==> src/rtl/spi_txq_pkg.sv <==
package spi_txq_pkg;
  localparam int CMD_W = 16;
  localparam int DAT_W = 16;

  typedef struct packed {
    logic [CMD_W-1:0] cmd;
    logic [DAT_W-1:0] data;
  } txq_entry_t;
endpackage

==> src/rtl/spi_txq_store.sv <==
module spi_txq_store
  import spi_txq_pkg::*;
#(
  parameter int DEPTH = 4,
  parameter int PTR_W = 2
) (
  input  logic             clk,
  input  logic             wr_en,
  input  logic [PTR_W-1:0] wr_idx,
  input  txq_entry_t       wr_entry,
  input  logic [PTR_W-1:0] rd_idx,
  output txq_entry_t       rd_entry
);
  txq_entry_t slot_q [DEPTH];

  for (genvar i = 0; i < DEPTH; i++) begin : g_slot
    always_ff @(posedge clk) begin
      if (wr_en && (wr_idx == PTR_W'(i))) slot_q[i] <= wr_entry;
    end
  end

  assign rd_entry = slot_q[rd_idx];
endmodule

==> src/rtl/spi_txq_ctrl.sv <==
module spi_txq_ctrl #(
  parameter int DEPTH = 4,
  parameter int PTR_W = 2,
  parameter int CNT_W = 3
) (
  input  logic             clk,
  input  logic             rst_n,
  input  logic             bypass,
  input  logic             push_req,
  input  logic             pop_req,
  input  logic             flush,
  output logic             push_fire,
  output logic             pop_fire,
  output logic             full,
  output logic             empty,
  output logic             full_nxt,
  output logic [PTR_W-1:0] wr_ptr,
  output logic [PTR_W-1:0] rd_ptr,
  output logic [CNT_W-1:0] count
);
  logic [CNT_W-1:0] cap;
  logic [CNT_W-1:0] cnt_nxt;

  function automatic logic [PTR_W-1:0] step_ptr(input logic [PTR_W-1:0] p);
    return (p == PTR_W'(DEPTH - 1)) ? '0 : p + 1'b1;
  endfunction

  assign cap       = bypass ? CNT_W'(1) : CNT_W'(DEPTH);
  assign full      = (count == cap);
  assign empty     = (count == '0);
  assign push_fire = push_req && !full && !flush;
  assign pop_fire  = pop_req && !empty && !flush;

  always_comb begin
    cnt_nxt = count;
    if (flush) cnt_nxt = '0;
    else if (push_fire && !pop_fire) cnt_nxt = count + 1'b1;
    else if (pop_fire && !push_fire) cnt_nxt = count - 1'b1;
  end

  assign full_nxt = (cnt_nxt == cap);

  always_ff @(posedge clk) begin
    if (!rst_n || flush) begin
      wr_ptr <= '0;
      rd_ptr <= '0;
      count  <= '0;
    end else begin
      count <= cnt_nxt;
      if (push_fire && !bypass) wr_ptr <= step_ptr(wr_ptr);
      if (pop_fire && !bypass)  rd_ptr <= step_ptr(rd_ptr);
    end
  end

  AST_NO_OVERFLOW: assert property (@(posedge clk) disable iff (!rst_n)
    count <= CNT_W'(DEPTH));
  AST_BLOCKED_PUSH: assert property (@(posedge clk) disable iff (!rst_n)
    (push_req && full && !pop_req && !flush) |=> $stable(count));
  AST_PUSH_POP_HOLD: assert property (@(posedge clk) disable iff (!rst_n)
    (push_fire && pop_fire) |=> $stable(count));
  AST_FLUSH_EMPTIES: assert property (@(posedge clk) disable iff (!rst_n)
    flush |=> (count == '0 && rd_ptr == '0 && wr_ptr == '0));
endmodule

==> src/rtl/spi_txq_flags.sv <==
module spi_txq_flags (
  input  logic clk,
  input  logic rst_n,
  input  logic full,
  input  logic full_nxt,
  input  logic dma_done,
  input  logic fill_w1c,
  input  logic req_dma,
  input  logic shifter_req,
  input  logic empty,
  input  logic unf_w1c,
  output logic fill_q,
  output logic unf_q,
  output logic irq,
  output logic dma_req
);
  always_ff @(posedge clk) begin
    if (!rst_n) begin
      fill_q <= 1'b1;
      unf_q  <= 1'b0;
    end else begin
      if (!full_nxt)                 fill_q <= 1'b1;
      else if (dma_done || fill_w1c) fill_q <= 1'b0;

      if (shifter_req && empty) unf_q <= 1'b1;
      else if (unf_w1c)         unf_q <= 1'b0;
    end
  end

  assign irq     = fill_q && !req_dma;
  assign dma_req = fill_q && req_dma;

  AST_FILL_WHEN_ROOM: assert property (@(posedge clk) disable iff (!rst_n)
    !full |-> fill_q);
  AST_REQ_EXCLUSIVE: assert property (@(posedge clk) disable iff (!rst_n)
    $onehot0({irq, dma_req}));
  AST_UNF_SETS: assert property (@(posedge clk) disable iff (!rst_n)
    (shifter_req && empty) |=> unf_q);
  AST_UNF_STICKY: assert property (@(posedge clk) disable iff (!rst_n)
    (unf_q && !unf_w1c) |=> unf_q);
endmodule

==> src/rtl/spi_txq.sv <==
module spi_txq
  import spi_txq_pkg::*;
#(
  parameter int DEPTH = 4,
  localparam int PTR_W = (DEPTH > 1) ? $clog2(DEPTH) : 1,
  localparam int CNT_W = $clog2(DEPTH + 1)
) (
  input  logic             clk,
  input  logic             rst_n,
  input  logic             cfg_bypass,
  input  logic             cfg_req_dma,
  input  logic             push_valid,
  output logic             push_ready,
  input  logic [CMD_W-1:0] push_cmd,
  input  logic [DAT_W-1:0] push_data,
  input  logic             push_from_dma,
  input  logic             flush,
  output logic             ld_valid,
  input  logic             ld_ready,
  output logic [CMD_W-1:0] ld_cmd,
  output logic [DAT_W-1:0] ld_data,
  input  logic             fill_w1c,
  input  logic             unf_w1c,
  output logic [CNT_W-1:0] occupancy,
  output logic [PTR_W-1:0] next_ptr,
  output logic             fill_flag,
  output logic             unf_flag,
  output logic             fill_irq,
  output logic             fill_dma_req
);
  logic             push_fire, pop_fire, full, empty, full_nxt;
  logic [PTR_W-1:0] wr_ptr, rd_ptr;
  txq_entry_t       wr_entry, rd_entry;

  assign wr_entry = '{cmd: push_cmd, data: push_data};

  spi_txq_ctrl #(.DEPTH(DEPTH), .PTR_W(PTR_W), .CNT_W(CNT_W)) u_ctrl (
    .clk      (clk),
    .rst_n    (rst_n),
    .bypass   (cfg_bypass),
    .push_req (push_valid),
    .pop_req  (ld_ready),
    .flush    (flush),
    .push_fire(push_fire),
    .pop_fire (pop_fire),
    .full     (full),
    .empty    (empty),
    .full_nxt (full_nxt),
    .wr_ptr   (wr_ptr),
    .rd_ptr   (rd_ptr),
    .count    (occupancy)
  );

  spi_txq_store #(.DEPTH(DEPTH), .PTR_W(PTR_W)) u_store (
    .clk     (clk),
    .wr_en   (push_fire),
    .wr_idx  (wr_ptr),
    .wr_entry(wr_entry),
    .rd_idx  (rd_ptr),
    .rd_entry(rd_entry)
  );

  spi_txq_flags u_flags (
    .clk        (clk),
    .rst_n      (rst_n),
    .full       (full),
    .full_nxt   (full_nxt),
    .dma_done   (push_fire && push_from_dma),
    .fill_w1c   (fill_w1c),
    .req_dma    (cfg_req_dma),
    .shifter_req(ld_ready),
    .empty      (empty),
    .unf_w1c    (unf_w1c),
    .fill_q     (fill_flag),
    .unf_q      (unf_flag),
    .irq        (fill_irq),
    .dma_req    (fill_dma_req)
  );

  assign push_ready = !full;
  assign ld_valid   = !empty;
  assign ld_cmd     = rd_entry.cmd;
  assign ld_data    = rd_entry.data;
  assign next_ptr   = rd_ptr;

  AST_BYPASS_CAP: assert property (@(posedge clk) disable iff (!rst_n)
    cfg_bypass |-> (occupancy <= CNT_W'(1)));
  AST_BYPASS_PTR: assert property (@(posedge clk) disable iff (!rst_n)
    cfg_bypass |-> (next_ptr == '0));
  AST_LOAD_NEEDS_DATA: assert property (@(posedge clk) disable iff (!rst_n)
    pop_fire |-> ld_valid);
endmodule

==> config.mk <==
export PLATFORM = sky130hd
export DESIGN_NAME = spi_txq
export DESIGN_NICKNAME = d
export VERILOG_FILES = /design/src/rtl/spi_txq_pkg.sv /design/src/rtl/spi_txq_store.sv /design/src/rtl/spi_txq_ctrl.sv /design/src/rtl/spi_txq_flags.sv /design/src/rtl/spi_txq.sv
export SDC_FILE = /design/constraint.sdc
export NUM_CORES = 1
export LEC_CHECK = 0
export ABC_AREA = 0
export BUFFER_PORTS_ARGS = -buffer_cell sky130_fd_sc_hd__clkbuf_2
export CORE_MARGIN = 10
export CORE_UTILIZATION = 50
export DETAILED_ROUTE_END_ITERATION = 6
export PLACE_DENSITY = 0.77
export SETUP_SLACK_MARGIN = 0.3
export SKIP_LAST_GASP = 1
export SLEW_MARGIN = 30
export SYNTH_ARGS = -nofsm -noshare
export SYNTH_HDL_FRONTEND = slang
export SYNTH_SLANG_ARGS = --single-unit
==> constraint.sdc <==
create_clock -name clk -period 3.2 [get_ports clk]
set_input_delay 0.8 -clock clk [delete_from_list [all_inputs] [get_ports clk]]
set_output_delay 0.8 -clock clk [all_outputs]
set_load 0.03 [all_outputs]
==> results_dict.tcl <==
set metrics [dict create \
    fill_cells 720 \
    worst_setup_path_end_kind "primary output" \
    fin_setup_tns_ns 0 \
    slew_viol_final 0 \
    rsz0062_at_grt "no" \
    cp_slowest_stage_delay_ns 0.58 \
    worstHoldPathType "flip-flop to flip-flop" \
    hp-start "u_flags.unf_q" \
    wl_mm 9.904 \
    insertion_delay_ns 0.50 \
    cts_hold_buf 0 \
    port_buffers 84 \
    worstPathCellList "buf_4, mux4_2, clkbuf_2" \
    cp.required_ns 2.40 \
    crit_type "flip-flop to primary output" \
    fp.coreArea_um2 10320 \
    dp_slack_ns 0.5800 \
    setup_ws_ns 0.4391 \
    grt-ovfl-total 0 \
    fin_util 0.6400 \
    drv_cap 0 \
    cp_num_buf_inv 2 \
    syn_area_um2 5305 \
    drc_errors 0 \
    avgRoutedWirePerCell_um 19.93 \
    power_leakage_nw 2.313 \
    fin_crit_ns 2.761 \
    power.density_nw_per_um2 651.7 \
    dpl.hpwl_mm 6.628 \
    reg2reg_to "u_store.slot_q[0][31]" \
    worst_pin_slew_ns 0.4359 \
    first_pass_iters 4 \
    vias_per_cell 5.247 \
    yosysWarnings 0 \
    relSlewSlack 0.7094 \
    post_cts_buffers 0 \
    syn_nets 297 \
    antenna_found_initial 0 \
    die_h_um 123.0 \
    reg2reg_from "u_ctrl.count[1]" \
    mostFrequentLayoutCells "edfxtp_1 (128), clkbuf_2 (84), mux4_2 (32)" \
    grt_pass1_vias 2953 \
    grt_pass1_wl_mm 16.10 \
    critical_path.slowest_cell "mux4_2" \
    cts_max_path_buffers 2 \
    cts-resized-gates 1 \
    vias 2608 \
    dieArea_um2 15130 \
    crit_family "multiplexers" \
    area_growth_pct 24.55 \
    clock_sinks 139 \
    clkTransAtPathRegs_ns 0.06 \
    hold-path-cell-count 2 \
    ant_nets 0 \
    final_common_cell "edfxtp_1" \
    die_x_um 123.0 \
    cts_tree "yes" \
    synth.distinct_cells 30 \
    initial_core_util 0.5139 \
    antenna_cells 0 \
    cts-root-buf "clkbuf_8" \
    outcome "complete, no violations" \
    hold_violations 0 \
    cp.arrival_ns 1.96 \
    drt_first_iter_violations 218 \
    ff2ff_path_depth 4 \
    period_share 0.8628 \
    drive_above_1_share 0.4488 \
    setup_viol 0 \
    num_rows 37 \
    io_pins 85 \
    fmax_mhz 362.2 \
    htreeDepth 4 \
    grt_usage 0.1411 \
    grt_max_degree 33 \
    cts_made_buffers 17 \
    syn_avg_cell_area_um2 21.48 \
    cp-start-kind "flip-flop" \
    synth_seq_cells 139 \
    layout.nets 399 \
    total_power_mw 4.306 \
    hold_end "u_flags.unf_q" \
    ir_drop_v 0.0003269 \
    ff2ff_setup_slack_ns 1.05 \
    skew_ns 0.01324 \
    ys_seq_area_frac 0.7660 \
    syn_inst 247 \
    cp_max_fo 18 \
    place_congestion 0.7358 \
]
==> power by group <==
group          total, mW  switching, mW  internal, mW
Clock               2.05          0.708          1.34
Combinational      0.230          0.146        0.0840
Sequential          2.02         0.0116          2.01
Total               4.31          0.866          3.44
==> worst reg2reg max path: cells and delay by family (launching register included) <==
family	cells	cell delay, ns
compound gates	1	0.49
buf+inv	1	0.24
flops	1	0.52
simple gates	2	0.60
==> area by class of cell <==
cell class	count	area (um2)	area share
clock inverter	14	219.0	0.03314
timing repair buffer	91	523.0	0.07915
tap	136	170.2	0.02575
sequential	139	4069	0.6158
inverter	6	22.52	0.003408
multi-input combinational	94	1190	0.1801
clock buffer	17	414.1	0.06268
==> sequential cells by signal, indices dropped and copies added (netlist names), named ones only <==
| signal | count |
|---|---|
| u_flags.unf_q | 1 |
| u_store.slot_q | 128 |
| u_flags.fill_q | 1 |
| u_ctrl.wr_ptr | 2 |
| u_ctrl.rd_ptr | 2 |
| u_ctrl.count | 3 |
==> worst max path at each step <==
| stage | slack [ns] | to | from | cells after the start |
|---|---|---|---|---|
| 5_1_grt | 0.31 | ld_cmd[4] | flip-flop | 3 |
| 3_3_place_gp | 0.65 | u_store.slot_q[0][10] | cfg_bypass | 5 |
| 4_1_cts | 0.35 | ld_cmd[4] | flip-flop | 3 |
| 2_1_floorplan | 0.62 | u_store.slot_q[3][0] | cfg_bypass | 3 |
| 3_5_place_dp | 0.58 | u_store.slot_q[0][10] | cfg_bypass | 5 |
| 6_report | 0.44 | ld_cmd[4] | flip-flop | 3 |
==> stage by stage <==
step / cells / area [um2] / hold WS [ns]
finish: 497 / 6608 / 0.4811
global route: 497 / 6608 / 0.4865
CTS: 497 / 6608 / 0.4890
detailed placement: 466 / 5972 / 0.4806
global placement: 466 / 5972 / 0.4680
floorplan: 247 / 5305 / 0.5136
==> cells in the mapped netlist <==
cell type,count,area share
a211o_1,1,0.0017
a21boi_0,1,0.0014
a21o_1,1,0.0014
a21oi_1,6,0.0057
a22oi_1,1,0.0014
a311oi_4,1,0.0050
a31oi_1,2,0.0024
and2_1,5,0.0059
and3_1,2,0.0024
and3b_1,1,0.0017
buf_1,3,0.0021
buf_2,3,0.0028
clkbuf_1,2,0.0014
dfxtp_1,11,0.042
edfxtp_1,128,0.72
ha_1,8,0.019
inv_1,6,0.0042
mux2i_1,3,0.0057
mux4_2,32,0.14
nand2_1,4,0.0028
nand2b_1,4,0.0047
nand3b_1,1,0.0014
nor2_1,9,0.0064
nor2b_1,2,0.0024
nor3_1,3,0.0028
nor4b_4,1,0.0045
o211ai_2,1,0.0024
o21ai_0,2,0.0019
xnor2_1,2,0.0033
xor2_1,1,0.0017
==> cells by family after synthesis <==
group | share of synthesized area
xor gates and xnor gates | 0.004954
AOI/OAI and AO/OA | 0.02312
DFF | 0.7660
adders and majority gates | 0.01887
muxes | 0.1415
and+or+nand+nor | 0.03490
buffers and inverters | 0.01061
==> per-layer routing <==
metal,track usage,share of wire,wire length [um],vias to the layer above
met2,0.2246,0.50,4941,66
met1,0.1776,0.43,4305,1321
li1,-,-,-,1217
met5,0,0,0,-
met3,0.04968,0.060,594,4
met4,0.04731,0.0063,62,0
No activity file was read; power rests on OpenSTA's default activity.
